`config.mk`:
```
export PLATFORM = sky130hd
export DESIGN_NAME = perf_counter_unit
export DESIGN_NICKNAME = d
export VERILOG_FILES = /design/src/rtl/pcu_pkg.sv /design/src/rtl/pcu_bus_decode.sv /design/src/rtl/pcu_ctrl_reg.sv /design/src/rtl/pcu_evt_sel.sv /design/src/rtl/pcu_counter.sv /design/src/rtl/perf_counter_unit.sv
export SDC_FILE = /design/constraint.sdc
export NUM_CORES = 1
export LEC_CHECK = 0
export CORE_ASPECT_RATIO = 0.7
export CORE_UTILIZATION = 29
export CTS_BUF_LIST = sky130_fd_sc_hd__clkbuf_4 sky130_fd_sc_hd__clkbuf_8 sky130_fd_sc_hd__clkbuf_16
export CTS_CLUSTER_SIZE = 28
export DETAILED_ROUTE_END_ITERATION = 8
export SLEW_MARGIN = 20
export SYNTH_ARGS = -nofsm -noshare
export SYNTH_HDL_FRONTEND = slang
export SYNTH_SLANG_ARGS = --single-unit
```
`constraint.sdc`:
```
create_clock -name clk -period 8.3 [get_ports clk]
set_input_delay 1.245 -clock clk [delete_from_list [all_inputs] [get_ports clk]]
set_output_delay 1.245 -clock clk [all_outputs]
set_load 0.1 [all_outputs]
```
`src/rtl/pcu_pkg.sv`:
```
// Package: shared constants for the performance counter unit.
// Assumes byte addressing with word-aligned registers.
package pcu_pkg;
    localparam int unsigned CODE_W          = 8;
    localparam int unsigned CODE_LSB        = 24;
    localparam int unsigned BIT_OVF         = 0;
    localparam int unsigned BIT_CLR         = 1;
    localparam int unsigned BIT_EN          = 2;
    localparam int unsigned COUNT_BASE_WORD = 8;
    localparam int unsigned SEL_SPACE       = 1 << CODE_W;
    typedef logic [CODE_W-1:0] evt_code_t;
endpackage

```
`src/rtl/pcu_bus_decode.sv`:
```
// Module: pcu_bus_decode
// Decodes a byte address into a per-counter control-write strobe and a read
// selection. Only aligned addresses (bits 1:0 zero) hit a register.
// Assumes NUM_CNT <= 8, so that each window is 8 words.
module pcu_bus_decode #(
    parameter int unsigned ADDR_W  = 8,
    parameter int unsigned NUM_CNT = 4,
    localparam int unsigned IDX_W  = (NUM_CNT > 1) ? $clog2(NUM_CNT) : 1
) (
    input  logic               bus_wr,
    input  logic [ADDR_W-1:0]  bus_addr,
    output logic [NUM_CNT-1:0] ctrl_wr,
    output logic               rd_is_ctrl,
    output logic               rd_is_cnt,
    output logic [IDX_W-1:0]   rd_idx
);
    import pcu_pkg::*;

    localparam int unsigned WIDX_W = ADDR_W - 2;

    logic [WIDX_W-1:0] widx;
    logic              aligned;

    assign widx    = bus_addr[ADDR_W-1:2];
    assign aligned = (bus_addr[1:0] == 2'b00);

    // Region decode for the control and count windows.
    always_comb begin
        rd_is_ctrl = aligned && (widx < WIDX_W'(NUM_CNT));
        rd_is_cnt  = aligned && (widx >= WIDX_W'(COUNT_BASE_WORD))
                             && (widx < WIDX_W'(COUNT_BASE_WORD + NUM_CNT));
        rd_idx     = widx[IDX_W-1:0];
    end

    // One write strobe per control register.
    always_comb begin
        for (int n = 0; n < NUM_CNT; n++) begin
            ctrl_wr[n] = bus_wr && rd_is_ctrl && (widx == WIDX_W'(n));
        end
    end
endmodule

```
`src/rtl/pcu_ctrl_reg.sv`:
```
// Module: pcu_ctrl_reg
// Holds the enable bit and select code of one counter.
// - A zero write clears the register.
// - A non-zero write is taken only while the counter is disabled; an enabled
//   counter ignores it.
// - clr_o pulses on an accepted write that has the clear bit set.
module pcu_ctrl_reg (
    input  logic              clk,
    input  logic              rst_n,
    input  logic              wr,
    input  logic              wr_zero,
    input  logic              wr_en,
    input  logic              wr_clr,
    input  pcu_pkg::evt_code_t wr_code,
    output logic              en_o,
    output pcu_pkg::evt_code_t code_o,
    output logic              clr_o
);
    import pcu_pkg::*;

    logic load;

    assign load  = wr && !wr_zero && !en_o;
    assign clr_o = load && wr_clr;

    // Control state update: a zero write stops the counter, a load arms it.
    always_ff @(posedge clk) begin
        if (!rst_n) begin
            en_o   <= 1'b0;
            code_o <= '0;
        end else if (wr && wr_zero) begin
            en_o   <= 1'b0;
            code_o <= '0;
        end else if (load) begin
            en_o   <= wr_en;
            code_o <= wr_code;
        end
    end
endmodule

```
`src/rtl/pcu_evt_sel.sv`:
```
// Module: pcu_evt_sel
// Picks the event pulse named by a select code.
// Code 0 and codes at or above NUM_EVT never hit.
// Assumes NUM_EVT <= 256.
module pcu_evt_sel #(
    parameter int unsigned NUM_EVT = 64
) (
    input  pcu_pkg::evt_code_t  code,
    input  logic [NUM_EVT-1:0]  evt,
    output logic                hit
);
    import pcu_pkg::*;

    logic [SEL_SPACE-1:0] wide;

    // Zero-extend the event lines so that every code has a defined bit.
    assign wide = SEL_SPACE'(evt);

    // Select the event line; code 0 is reserved for cycles.
    assign hit = (code != '0) && wide[code];
endmodule

```
`src/rtl/pcu_counter.sv`:
```
// Module: pcu_counter
// One wrapping up-counter.
// - Clear has priority over increment.
// - hold suppresses the increment in the cycle the counter's control
//   register is written.
module pcu_counter #(
    parameter int unsigned CNT_W = 32
) (
    input  logic             clk,
    input  logic             rst_n,
    input  logic             clr,
    input  logic             inc,
    input  logic             hold,
    output logic [CNT_W-1:0] cnt_o
);
    // Count register: reset, clear, or advance modulo 2^CNT_W.
    always_ff @(posedge clk) begin
        if (!rst_n) begin
            cnt_o <= '0;
        end else if (clr) begin
            cnt_o <= '0;
        end else if (inc && !hold) begin
            cnt_o <= cnt_o + 1'b1;
        end
    end
endmodule

```
`src/rtl/perf_counter_unit.sv`:
```
// Module: perf_counter_unit (top)
// Performance counter unit.
// - Counter 0 counts clocks and gates all the others.
// - Counters 1 and up count selected event pulses.
// - A wrap of counter 0 sets the overflow flag, which freezes the unit and
//   drives irq.
// Assumes CNT_W <= 32, NUM_CNT <= 8, NUM_EVT <= 256.
module perf_counter_unit #(
    parameter int unsigned NUM_CNT = 4,
    parameter int unsigned CNT_W   = 32,
    parameter int unsigned NUM_EVT = 64,
    parameter int unsigned ADDR_W  = 8
) (
    input  logic               clk,
    input  logic               rst_n,
    input  logic               bus_wr,
    input  logic [ADDR_W-1:0]  bus_addr,
    input  logic [31:0]        bus_wdata,
    output logic [31:0]        bus_rdata,
    input  logic [NUM_EVT-1:0] evt_pulse,
    output logic               irq
);
    import pcu_pkg::*;

    localparam int unsigned IDX_W = (NUM_CNT > 1) ? $clog2(NUM_CNT) : 1;

    logic [NUM_CNT-1:0]            ctrl_wr;
    logic                          rd_is_ctrl;
    logic                          rd_is_cnt;
    logic [IDX_W-1:0]              rd_idx;
    logic                          wr_zero;
    logic                          wr_en;
    logic                          wr_clr;
    evt_code_t                     wr_code;
    logic [NUM_CNT-1:0]            en;
    evt_code_t                     code [NUM_CNT];
    logic [NUM_CNT-1:0]            clr;
    logic [NUM_CNT-1:0]            hit;
    logic [NUM_CNT-1:0]            inc;
    logic [NUM_CNT-1:0][CNT_W-1:0] cnt;
    logic                          ovf_q;
    logic                          run;
    logic                          wrap0;

    // Write-data field split shared by all control registers.
    assign wr_zero = (bus_wdata == 32'd0);
    assign wr_en   = bus_wdata[BIT_EN];
    assign wr_clr  = bus_wdata[BIT_CLR];
    assign wr_code = bus_wdata[CODE_LSB +: CODE_W];

    pcu_bus_decode #(
        .ADDR_W (ADDR_W),
        .NUM_CNT(NUM_CNT)
    ) u_dec (
        .bus_wr    (bus_wr),
        .bus_addr  (bus_addr),
        .ctrl_wr   (ctrl_wr),
        .rd_is_ctrl(rd_is_ctrl),
        .rd_is_cnt (rd_is_cnt),
        .rd_idx    (rd_idx)
    );

    // The master runs while enabled and not yet wrapped.
    assign run = en[0] && !ovf_q;

    for (genvar n = 0; n < NUM_CNT; n++) begin : g_cnt
        pcu_ctrl_reg u_ctrl (
            .clk    (clk),
            .rst_n  (rst_n),
            .wr     (ctrl_wr[n]),
            .wr_zero(wr_zero),
            .wr_en  (wr_en),
            .wr_clr (wr_clr),
            .wr_code(wr_code),
            .en_o   (en[n]),
            .code_o (code[n]),
            .clr_o  (clr[n])
        );

        if (n == 0) begin : g_master
            // The master's event is the clock itself.
            assign hit[n] = 1'b1;
        end else begin : g_event
            pcu_evt_sel #(
                .NUM_EVT(NUM_EVT)
            ) u_sel (
                .code(code[n]),
                .evt (evt_pulse),
                .hit (hit[n])
            );
        end

        assign inc[n] = run && en[n] && hit[n];

        pcu_counter #(
            .CNT_W(CNT_W)
        ) u_count (
            .clk  (clk),
            .rst_n(rst_n),
            .clr  (clr[n]),
            .inc  (inc[n]),
            .hold (ctrl_wr[n]),
            .cnt_o(cnt[n])
        );
    end

    assign wrap0 = inc[0] && !ctrl_wr[0] && (&cnt[0]);

    // Overflow flag: set on a master wrap, cleared by a zero write to control 0.
    always_ff @(posedge clk) begin
        if (!rst_n) begin
            ovf_q <= 1'b0;
        end else if (ctrl_wr[0] && wr_zero) begin
            ovf_q <= 1'b0;
        end else if (wrap0) begin
            ovf_q <= 1'b1;
        end
    end

    assign irq = ovf_q;

    // Read mux: control fields or a zero-extended count.
    always_comb begin
        bus_rdata = 32'd0;
        if (rd_is_ctrl) begin
            bus_rdata[CODE_LSB +: CODE_W] = code[rd_idx];
            bus_rdata[BIT_EN]             = en[rd_idx];
            bus_rdata[BIT_OVF]            = (rd_idx == '0) && ovf_q;
        end else if (rd_is_cnt) begin
            bus_rdata[CNT_W-1:0] = cnt[rd_idx];
        end
    end
endmodule

```
==> impl_metrics.env, run 1 <==
export IMPL_status="finished, final reports clean"
export IMPL_h_tree_depth=4
export IMPL_drive_gt1_frac=0.130
export IMPL_die_y_um=162
export IMPL_synth_edf_count=0
export IMPL_dpl_cell_area_sq_um=12400
export IMPL_total_power_uw=1740
export IMPL_synth_ff_type="dfxtp_1"
export IMPL_vias=9925
export IMPL_diodes=0
export IMPL_fin_crit_sh=0.698
export IMPL_synth_seq_area_share=0.313
export IMPL_clk_latency_ns=0.44
export IMPL_antenna_found_initial=0
export IMPL_netlist_area_sq_um=10600
export IMPL_hold_path_end="g_cnt[2].u_count.cnt_o[31]"
export IMPL_die_area_sq_um=37200
export IMPL_drtIter0Drc=1276
export IMPL_coreArea_sq_um=35900
export IMPL_grt_max_degree=49
export IMPL_finClkSkew_ns=0.0130
export IMPL_place_inst=1687
export IMPL_cp_end_kind="output port"
export IMPL_postCtsSetupBuffers=0
export IMPL_slew_headroom=0.255
export IMPL_cp_required_ns=7.05
export IMPL_rr_endpoint="g_cnt[1].u_count.cnt_o[20]"
export IMPL_whs_path_depth=2
export IMPL_hp_start="g_cnt[2].u_count.cnt_o[31]"
export IMPL_r2r_start="g_cnt[1].u_ctrl.code_o[2]"
export IMPL_place_congestion=0.909
export IMPL_hold_ws_ns=0.495
export IMPL_final_max_slew_viol_count=0
export IMPL_cp_start_kind="primary input"
export IMPL_synth_cells=1118
export IMPL_std_cell_rows=58
export IMPL_setup_viol=0
export IMPL_vias_per_cell=5.77
export IMPL_tightest_slew_ns=1.12
export IMPL_start_util=0.294
export IMPL_synth_top_cell_by_area="dfxtp_1"
export IMPL_layout_area_seq_sq_um=3300
export IMPL_grt_remaining_overflow=0
export IMPL_portBuffers=139
export IMPL_async_flop_share=0
export IMPL_syn_to_final_growth_pct=23.4
export IMPL_crit_top_cell="clkdlybuf4s50_1"
export IMPL_syn_avg_cell_area_sq_um=9.45
export IMPL_hold_class="flip-flop to flip-flop"
export IMPL_firstDrtPassIters=7
export IMPL_finalNonFillerCells=1720
export IMPL_ios=140
export IMPL_slowest_stage="clkdlybuf4s50_1"
export IMPL_yosysTopAreaCellShare=0.313
export IMPL_drc=0
export IMPL_clockRootBuffer="clkbuf_16"
export IMPL_synth_cell_types=74
export IMPL_arrival_ns=4.55
export IMPL_grt_setup_unrepaired="no"
export IMPL_grt_pass1_wl_um=56400
export IMPL_cts_resized=0
export IMPL_cp_max_fo=10
export IMPL_clock_sinks=165
export IMPL_pwr_density_cell_nw_per_um2=134
export IMPL_syn_nets=1229
export IMPL_grt_pass1_vias=9046
export IMPL_synth_seq_cells=165
export IMPL_timing_fmax_mhz=173
export IMPL_crit_chain="clkdlybuf4s50_1, or4_1, nor3_1, a32o_1, clkdlybuf4s50_1"
export IMPL_fin_area_sq_um=13000
export IMPL_ys_top_cells_by_area="dfxtp_1, mux4_2, xnor2_1, nor2_1, mux2i_1"
export IMPL_period_minus_slack_ns=5.79
export IMPL_r2r_cells=7
export IMPL_finalSetupTns_ns=0
export IMPL_mostFrequentLayoutCells="dfxtp_1, clkdlybuf4s50_1, nor2_1"
export IMPL_ant_nets=0
export IMPL_final_hold_viol_count=0
export IMPL_final_nets=1338
export IMPL_critical_path_class="primary input to output port"
export IMPL_die_w_um=230
export IMPL_hpwl_um=28400
export IMPL_multi_input_area_sq_um=6910
export IMPL_slowest_delay_ns=1.13
export IMPL_cts_path_max_buffers=2
export IMPL_cts_buffers=17
export IMPL_nFillCells=3591
export IMPL_r2r_slack_ns=4.51
export IMPL_cts_tree="done"
export IMPL_postCtsHoldBufs=0
export IMPL_startpoint="bus_addr[1]"
export IMPL_ir_drop_mv=0.130
export IMPL_layout_commonest_cell="dfxtp_1"
export IMPL_yosys_warnings=0
export IMPL_clk_pin_slew_ns=0.08
export IMPL_p_leak_uw=0.00408
export IMPL_wl_per_cell_um=21.5
export IMPL_wl_um=37000
export IMPL_grtUsageTotal=0.199
export IMPL_cap_violations=0
-- critical path, delay by kind of cell --
kind | cells | cell delay [ns]
buf+inv | 2 | 1.55
simple gates | 2 | 1.44
compound gates | 1 | 0.31
-- cell families after synthesis --
kind of cell    count (synthesis)  share of synthesized area
mux                           116                      0.210
compound gates                193                      0.134
fa+ha+maj                       4                    0.00474
flops                         165                      0.313
buf+inv                       104                     0.0397
xor+xnor                       76                     0.0630
simple gates                  460                      0.236
-- registers in the layout (all words and copies together) (netlist names) --
signal / flops
g_cnt.u_ctrl.code_o: 32
g_cnt.u_count.cnt_o: 128
irq: 1
g_cnt.u_ctrl.en_o: 4
-- worst max-delay path by stage --
stage,endpoint,slack (ns),cells after the start
2_1_floorplan,bus_rdata[0],3.67,5
3_3_place_gp,bus_rdata[0],2.58,5
3_5_place_dp,bus_rdata[0],2.54,5
4_1_cts,bus_rdata[0],2.52,5
5_1_grt,bus_rdata[0],2.37,5
6_report,bus_rdata[0],2.51,5
-- cells in the mapped netlist, types with 11 or more instances --
library cell / n
buf_2: 11
dfxtp_1: 165
nand4_1: 35
a21oi_1: 43
and2_1: 36
nor3_1: 19
nor4_1: 27
xnor2_1: 55
xor2_1: 21
nand2_1: 56
clkbuf_1: 40
inv_1: 42
nor2_1: 128
or3_1: 14
and4_1: 19
a211oi_1: 13
nand3_1: 44
o21ai_0: 14
o31ai_1: 11
a22oi_1: 27
and3_1: 18
mux4_2: 79
mux2i_1: 27
-- power breakdown --
part,total (uW),internal [uW],switching [uW]
sequential,792,791,0.593
clock,809,410,399
combinational,142,75.0,67.1
-- metrics by stage --
step                worst slack, ns  utilization
finish                         2.51        0.363
global route                   2.37        0.363
floorplan                      3.67            -
detailed placement             2.54        0.346
global placement               2.58        0.346
CTS                            2.52        0.363
-- final cells by class --
| cell class | instances | share of cell area |
|---|---|---|
| multi-input combinational | 849 | 0.529 |
| sequential | 165 | 0.253 |
| timing repair buffer | 151 | 0.113 |
| tap | 480 | 0.0460 |
| clock buffer | 17 | 0.0326 |
| clock inverter | 15 | 0.0131 |
| inverter | 43 | 0.0124 |
-- layer usage --
layer	wire length (um)	vias to the layer above	global-route usage
li1	-	4495	-
met1	16800	4933	0.296
met2	15900	454	0.286
met3	3560	43	0.0471
met4	717	0	0.0503
met5	0	-	0
Note: power is estimated with default switching activity, not from simulation.
==> run 2: changes to the inputs <==
==> constraint.sdc (replaced) <==
create_clock -name clk -period 5.8 [get_ports clk]
set_input_delay 0.87 -clock clk [delete_from_list [all_inputs] [get_ports clk]]
set_output_delay 0.87 -clock clk [all_outputs]
set_load 0.1 [all_outputs]
==> run 2 against run 1 <==
Via count shrank 1.3%. Count of clock-buffer cells in the layout grew 4. Setup slack lost 0.75 ns. Sequential share of layout area grew 0.093 points. Worst hold slack gained 0.0059 ns. Routed wire length grew 1.4%. Cell count grew 0.23%. Critical path type unchanged.
==> impl_metrics.env, run 2 (synthesized netlist as in run 1, its figures left out) <==
export IMPL_status="finished, final reports clean"
export IMPL_tightest_slew_ns=1.02
export IMPL_finalSetupTns_ns=0
export IMPL_period_minus_slack_ns=4.04
export IMPL_p_leak_uw=0.00415
export IMPL_cts_resized=0
export IMPL_hp_start="g_cnt[1].u_count.cnt_o[7]"
export IMPL_postCtsSetupBuffers=0
export IMPL_firstDrtPassIters=7
export IMPL_setup_viol=0
export IMPL_drc=0
export IMPL_vias_per_cell=5.68
export IMPL_largest_reg_flops=128
export IMPL_h_tree_depth=4
export IMPL_cp_required_ns=4.93
export IMPL_arrival_ns=3.17
export IMPL_cts_buffers=17
export IMPL_wl_per_cell_um=21.7
export IMPL_vias=9798
export IMPL_std_cell_rows=58
export IMPL_whs_path_depth=2
export IMPL_drive_gt1_frac=0.158
export IMPL_clk_latency_ns=0.44
export IMPL_fin_crit_sh=0.697
export IMPL_r2r_slack_ns=1.99
export IMPL_cap_violations=0
export IMPL_portBuffers=139
export IMPL_regMostFlops="g_cnt.u_count.cnt_o"
export IMPL_timing_fmax_mhz=247
export IMPL_place_congestion=0.915
export IMPL_drtIter0Drc=994
export IMPL_clk_pin_slew_ns=0.07
export IMPL_die_w_um=230
export IMPL_die_y_um=162
export IMPL_fin_area_sq_um=13000
export IMPL_wl_um=37500
export IMPL_ir_drop_mv=0.188
export IMPL_grt_max_degree=40
export IMPL_cts_path_max_buffers=2
export IMPL_dpl_cell_area_sq_um=12400
export IMPL_rr_endpoint="g_cnt[3].u_count.cnt_o[29]"
export IMPL_grtUsageTotal=0.203
export IMPL_r2r_start="g_cnt[3].u_ctrl.code_o[0]"
export IMPL_clockRootBuffer="clkbuf_16"
export IMPL_cp_max_fo=23
export IMPL_start_util=0.294
export IMPL_layout_commonest_cell="dfxtp_1"
export IMPL_hold_class="flip-flop to flip-flop"
export IMPL_grt_pass1_vias=9075
export IMPL_final_hold_viol_count=0
export IMPL_grt_remaining_overflow=0
export IMPL_postCtsHoldBufs=0
export IMPL_final_max_slew_viol_count=0
export IMPL_grt_pass1_wl_um=56900
export IMPL_antenna_found_initial=2
export IMPL_ios=140
export IMPL_hold_path_end="g_cnt[1].u_count.cnt_o[7]"
export IMPL_cp_end_kind="output port"
export IMPL_ant_nets=0
export IMPL_coreArea_sq_um=35900
export IMPL_clock_sinks=165
export IMPL_finClkSkew_ns=0.0161
export IMPL_syn_to_final_growth_pct=23.0
export IMPL_slew_headroom=0.313
export IMPL_hpwl_um=29000
export IMPL_grt_setup_unrepaired="no"
export IMPL_mostFrequentLayoutCells="dfxtp_1, nor2_1, clkdlybuf4s50_1"
export IMPL_cts_tree="done"
export IMPL_r2r_cells=8
export IMPL_critical_path_class="primary input to output port"
export IMPL_reg_top3="g_cnt.u_count.cnt_o: 128 flops, g_cnt.u_ctrl.code_o: 32 flops, g_cnt.u_ctrl.en_o: 4 flops"
export IMPL_final_nets=1341
export IMPL_cp_start_kind="primary input"
export IMPL_pwr_density_cell_nw_per_um2=195
export IMPL_die_area_sq_um=37200
run 2: layer usage:
layer	track usage	vias up	wire, um	share of wire
met5	0	-	0	0
met4	0.0762	0	1140	0.030
met3	0.0493	48	3520	0.094
met2	0.281	450	15600	0.42
met1	0.299	4807	17200	0.46
li1	-	4493	-	-
run 2: through the flow:
step	total power (uW)	setup slack [ns]	utilization	instances	hold slack, ns
2_1_floorplan	1240	1.92	-	1118	0.443
3_3_place_gp	1360	1.58	0.344	1690	0.473
3_5_place_dp	1360	1.55	0.344	1690	0.496
4_1_cts	2540	1.53	0.361	1722	0.508
5_1_grt	2600	1.65	0.362	1724	0.542
6_report	2530	1.76	0.362	1724	0.500
run 2: layout make-up:
cell class / instances / area (sq um)
diodes: 1 / 2.50
well taps: 480 / 601
clock inverters: 11 / 153
multi-input cells: 849 / 6900
clock buffers: 21 / 455
inverters: 43 / 161
flip-flops and latches: 165 / 3300
repair buffers: 154 / 1420
fillers: 3570 / 22900
run 2: worst max path at each step:
stage	endpoint	slack (ns)	start
floorplan	bus_rdata[0]	1.92	bus_addr[2]
global placement	bus_rdata[0]	1.58	bus_addr[1]
detailed placement	bus_rdata[0]	1.55	bus_addr[1]
CTS	bus_rdata[0]	1.53	bus_addr[1]
global route	bus_rdata[2]	1.65	bus_addr[1]
finish	bus_rdata[24]	1.76	bus_addr[1]
run 2: critical path, stage by stage:
cell,delay [ns]
clkdlybuf4s50_1,0.43
or4_1,0.61
nor3_2,0.37
buf_4,0.36
a22o_1,0.23
buf_4,0.30
run 2: report_power, final:
part	switching, uW	total, uW	internal (uW)
clock	492	1190	699
combinational	96.7	205	108
sequential	0.771	1130	1130
total	589	2530	1940
==> run 3: changes to the inputs <==
==> constraint.sdc (replaced) <==
create_clock -name clk -period 4.03 [get_ports clk]
set_input_delay 0.6045 -clock clk [delete_from_list [all_inputs] [get_ports clk]]
set_output_delay 0.6045 -clock clk [all_outputs]
set_load 0.1 [all_outputs]
==> run 3 against run 2 <==
Worst hold slack lost 0.0052 ns. Sequential share of layout area down 1.0 points. Die area stayed put. Final area up 4.1%. Routed wire length decreased by 0.21%. Power is 43% higher. Setup slack worse by 1.2 ns. First-iteration DRC count is 23% higher. Cell count increased by 0.99%. Via count up 0.29%. Register-to-register slack got worse by 1.4 ns. Global-route usage decreased by 0.17 points. Largest cell class unchanged. Largest power group unchanged. Highest routed layer unchanged.
==> impl_metrics.env, run 3 (synthesized netlist as in run 1, its figures left out) <==
export IMPL_clk_pin_slew_ns=0.07
export IMPL_r2r_cells=7
export IMPL_h_tree_depth=4
export IMPL_finalSetupTns_ns=0
export IMPL_fin_crit_sh=0.862
export IMPL_cts_buffers=17
export IMPL_cts_path_max_buffers=2
export IMPL_whs_path_depth=2
export IMPL_clockRootBuffer="clkbuf_16"
export IMPL_vias_per_cell=5.64
export IMPL_reg_top3="g_cnt.u_count.cnt_o: 128 flops, g_cnt.u_ctrl.code_o: 32 flops, g_cnt.u_ctrl.en_o: 4 flops"
export IMPL_grt_max_degree=48
export IMPL_clk_latency_ns=0.45
export IMPL_slew_headroom=0.327
export IMPL_setup_viol=0
export IMPL_start_util=0.294
export IMPL_syn_to_final_growth_pct=28.0
export IMPL_timing_fmax_mhz=288
export IMPL_r2r_start="g_cnt[2].u_ctrl.code_o[1]"
export IMPL_setup_slack_ns=0.556
export IMPL_coreArea_sq_um=35900
export IMPL_ant_nets=0
export IMPL_cp_max_fo=18
export IMPL_wl_um=37400
export IMPL_finalNonFillerCells=1741
export IMPL_die_w_um=230
export IMPL_hp_start="g_cnt[1].u_count.cnt_o[7]"
export IMPL_slowest_stage="dfxtp_1"
export IMPL_cts_tree="done"
export IMPL_std_cell_rows=58
export IMPL_die_area_sq_um=37200
export IMPL_wl_per_cell_um=21.5
export IMPL_arrival_ns=3.85
export IMPL_ir_drop_mv=0.244
export IMPL_grt_pass1_vias=9064
export IMPL_hpwl_um=29200
export IMPL_hold_path_end="g_cnt[1].u_count.cnt_o[7]"
export IMPL_critical_path_class="flip-flop to flip-flop"
export IMPL_slowest_delay_ns=0.92
export IMPL_place_congestion=0.954
export IMPL_cp_start_kind="flip-flop"
export IMPL_post_place_ws_ns=0.337
export IMPL_final_nets=1358
export IMPL_tightest_slew_ns=1.01
export IMPL_postCtsHoldBufs=0
export IMPL_portBuffers=139
export IMPL_r2r_slack_ns=0.56
export IMPL_regMostFlops="g_cnt.u_count.cnt_o"
export IMPL_period_minus_slack_ns=3.47
export IMPL_final_max_slew_viol_count=0
export IMPL_rr_endpoint="g_cnt[2].u_count.cnt_o[31]"
export IMPL_cp_required_ns=4.41
export IMPL_vias=9826
export IMPL_grt_remaining_overflow=0
export IMPL_cts_resized=0
export IMPL_finClkSkew_ns=0.0104
export IMPL_cap_violations=0
export IMPL_drc=0
export IMPL_final_util=0.377
export IMPL_grt_pass1_wl_um=56700
export IMPL_mostFrequentLayoutCells="dfxtp_1, nor2_1, clkdlybuf4s50_1"
export IMPL_hold_class="flip-flop to flip-flop"
export IMPL_grt_setup_unrepaired="no"
export IMPL_place_inst=1708
export IMPL_cp_end_kind="flip-flop"
export IMPL_antenna_found_initial=1
export IMPL_p_leak_uw=0.00433
export IMPL_grtUsageTotal=0.201
export IMPL_ios=140
export IMPL_multi_input_area_sq_um=6910
export IMPL_layout_commonest_cell="dfxtp_1"
export IMPL_drive_gt1_frac=0.169
export IMPL_layout_area_seq_sq_um=3300
export IMPL_clock_sinks=165
export IMPL_nFillCells=3504
export IMPL_status="finished, final reports clean"
export IMPL_postCtsSetupBuffers=0
export IMPL_pwr_density_cell_nw_per_um2=268
export IMPL_die_y_um=162
export IMPL_drtIter0Drc=1219
export IMPL_firstDrtPassIters=6
export IMPL_crit_chain="mux4_1, nand3b_1, and4b_4, or4_4, a21oi_4, or4b_1, a21oi_1"
export IMPL_largest_reg_flops=128
export IMPL_final_hold_viol_count=0
==> run 3: cell types whose count changed in the layout (fill, tap and decap cells not counted) <==
| cell | previous run | this run |
|---|---|---|
| buf_6 | 1 | 0 |
| nor4_2 | 2 | 1 |
| nor3_2 | 2 | 1 |
| clkinvlp_4 | 3 | 2 |
| inv_8 | 0 | 2 |
| buf_4 | 46 | 31 |
| nor3_1 | 17 | 18 |
| clkinv_2 | 1 | 0 |
| clkbuf_4 | 4 | 1 |
| inv_6 | 1 | 5 |
| bufinv_16 | 3 | 2 |
| buf_12 | 0 | 33 |
| nor4_4 | 0 | 1 |
==> run 3: stage by stage <==
stage / total power (uW) / hold WS (ns) / area, sq um
after floorplan: 1790 / 0.443 / 10600
after global placement: 1960 / 0.469 / 12900
after detailed placement: 1960 / 0.483 / 12900
after CTS: 3640 / 0.493 / 13500
after global routing: 3730 / 0.527 / 13500
final: 3630 / 0.495 / 13500
==> run 3: critical path, delay by kind of cell, from the launching register on <==
kind | cells | cell delay (ns)
flip-flops | 1 | 0.92
multiplexers | 1 | 0.52
AND/OR/NAND/NOR | 4 | 1.45
AO/OA/AOI/OAI | 2 | 0.51
==> run 3: how the worst max path moves through the flow <==
stage | start | end | cells past startpoint
2_1_floorplan | bus_addr[2] | bus_rdata[0] | 5
3_3_place_gp | evt_pulse[42] | g_cnt[3].u_count.cnt_o[29] | 8
3_5_place_dp | evt_pulse[44] | g_cnt[3].u_count.cnt_o[29] | 8
4_1_cts | g_cnt[3].u_ctrl.code_o[0] | g_cnt[3].u_count.cnt_o[29] | 7
5_1_grt | g_cnt[2].u_ctrl.code_o[1] | g_cnt[2].u_count.cnt_o[26] | 7
6_report | g_cnt[2].u_ctrl.code_o[1] | g_cnt[2].u_count.cnt_o[31] | 7
==> run 3: routing by layer <==
layer  global-route usage  wire length (um)  up-vias  part of all wire
met5                    0                 0        -                 0
met4               0.0635               867        0             0.023
met3               0.0550              3370       45             0.090
met2                0.278             15700      421              0.42
met1                0.298             17500     4837              0.47
li1                     -                 -     4523                 -
==> run 3: final cells by class <==
type,instances,share of cell area
inverters,43,0.0119
repair buffers,171,0.144
clock inverters,14,0.0124
multi-input cells,849,0.510
diodes,1,0.000185
flip-flops and latches,165,0.244
well taps,480,0.0444
clock buffers,18,0.0320
==> run 3: report_power, final <==
group	internal [uW]	switching, uW
Combinational	156	139
Sequential	1630	1.09
Clock	941	760
Total	2730	899
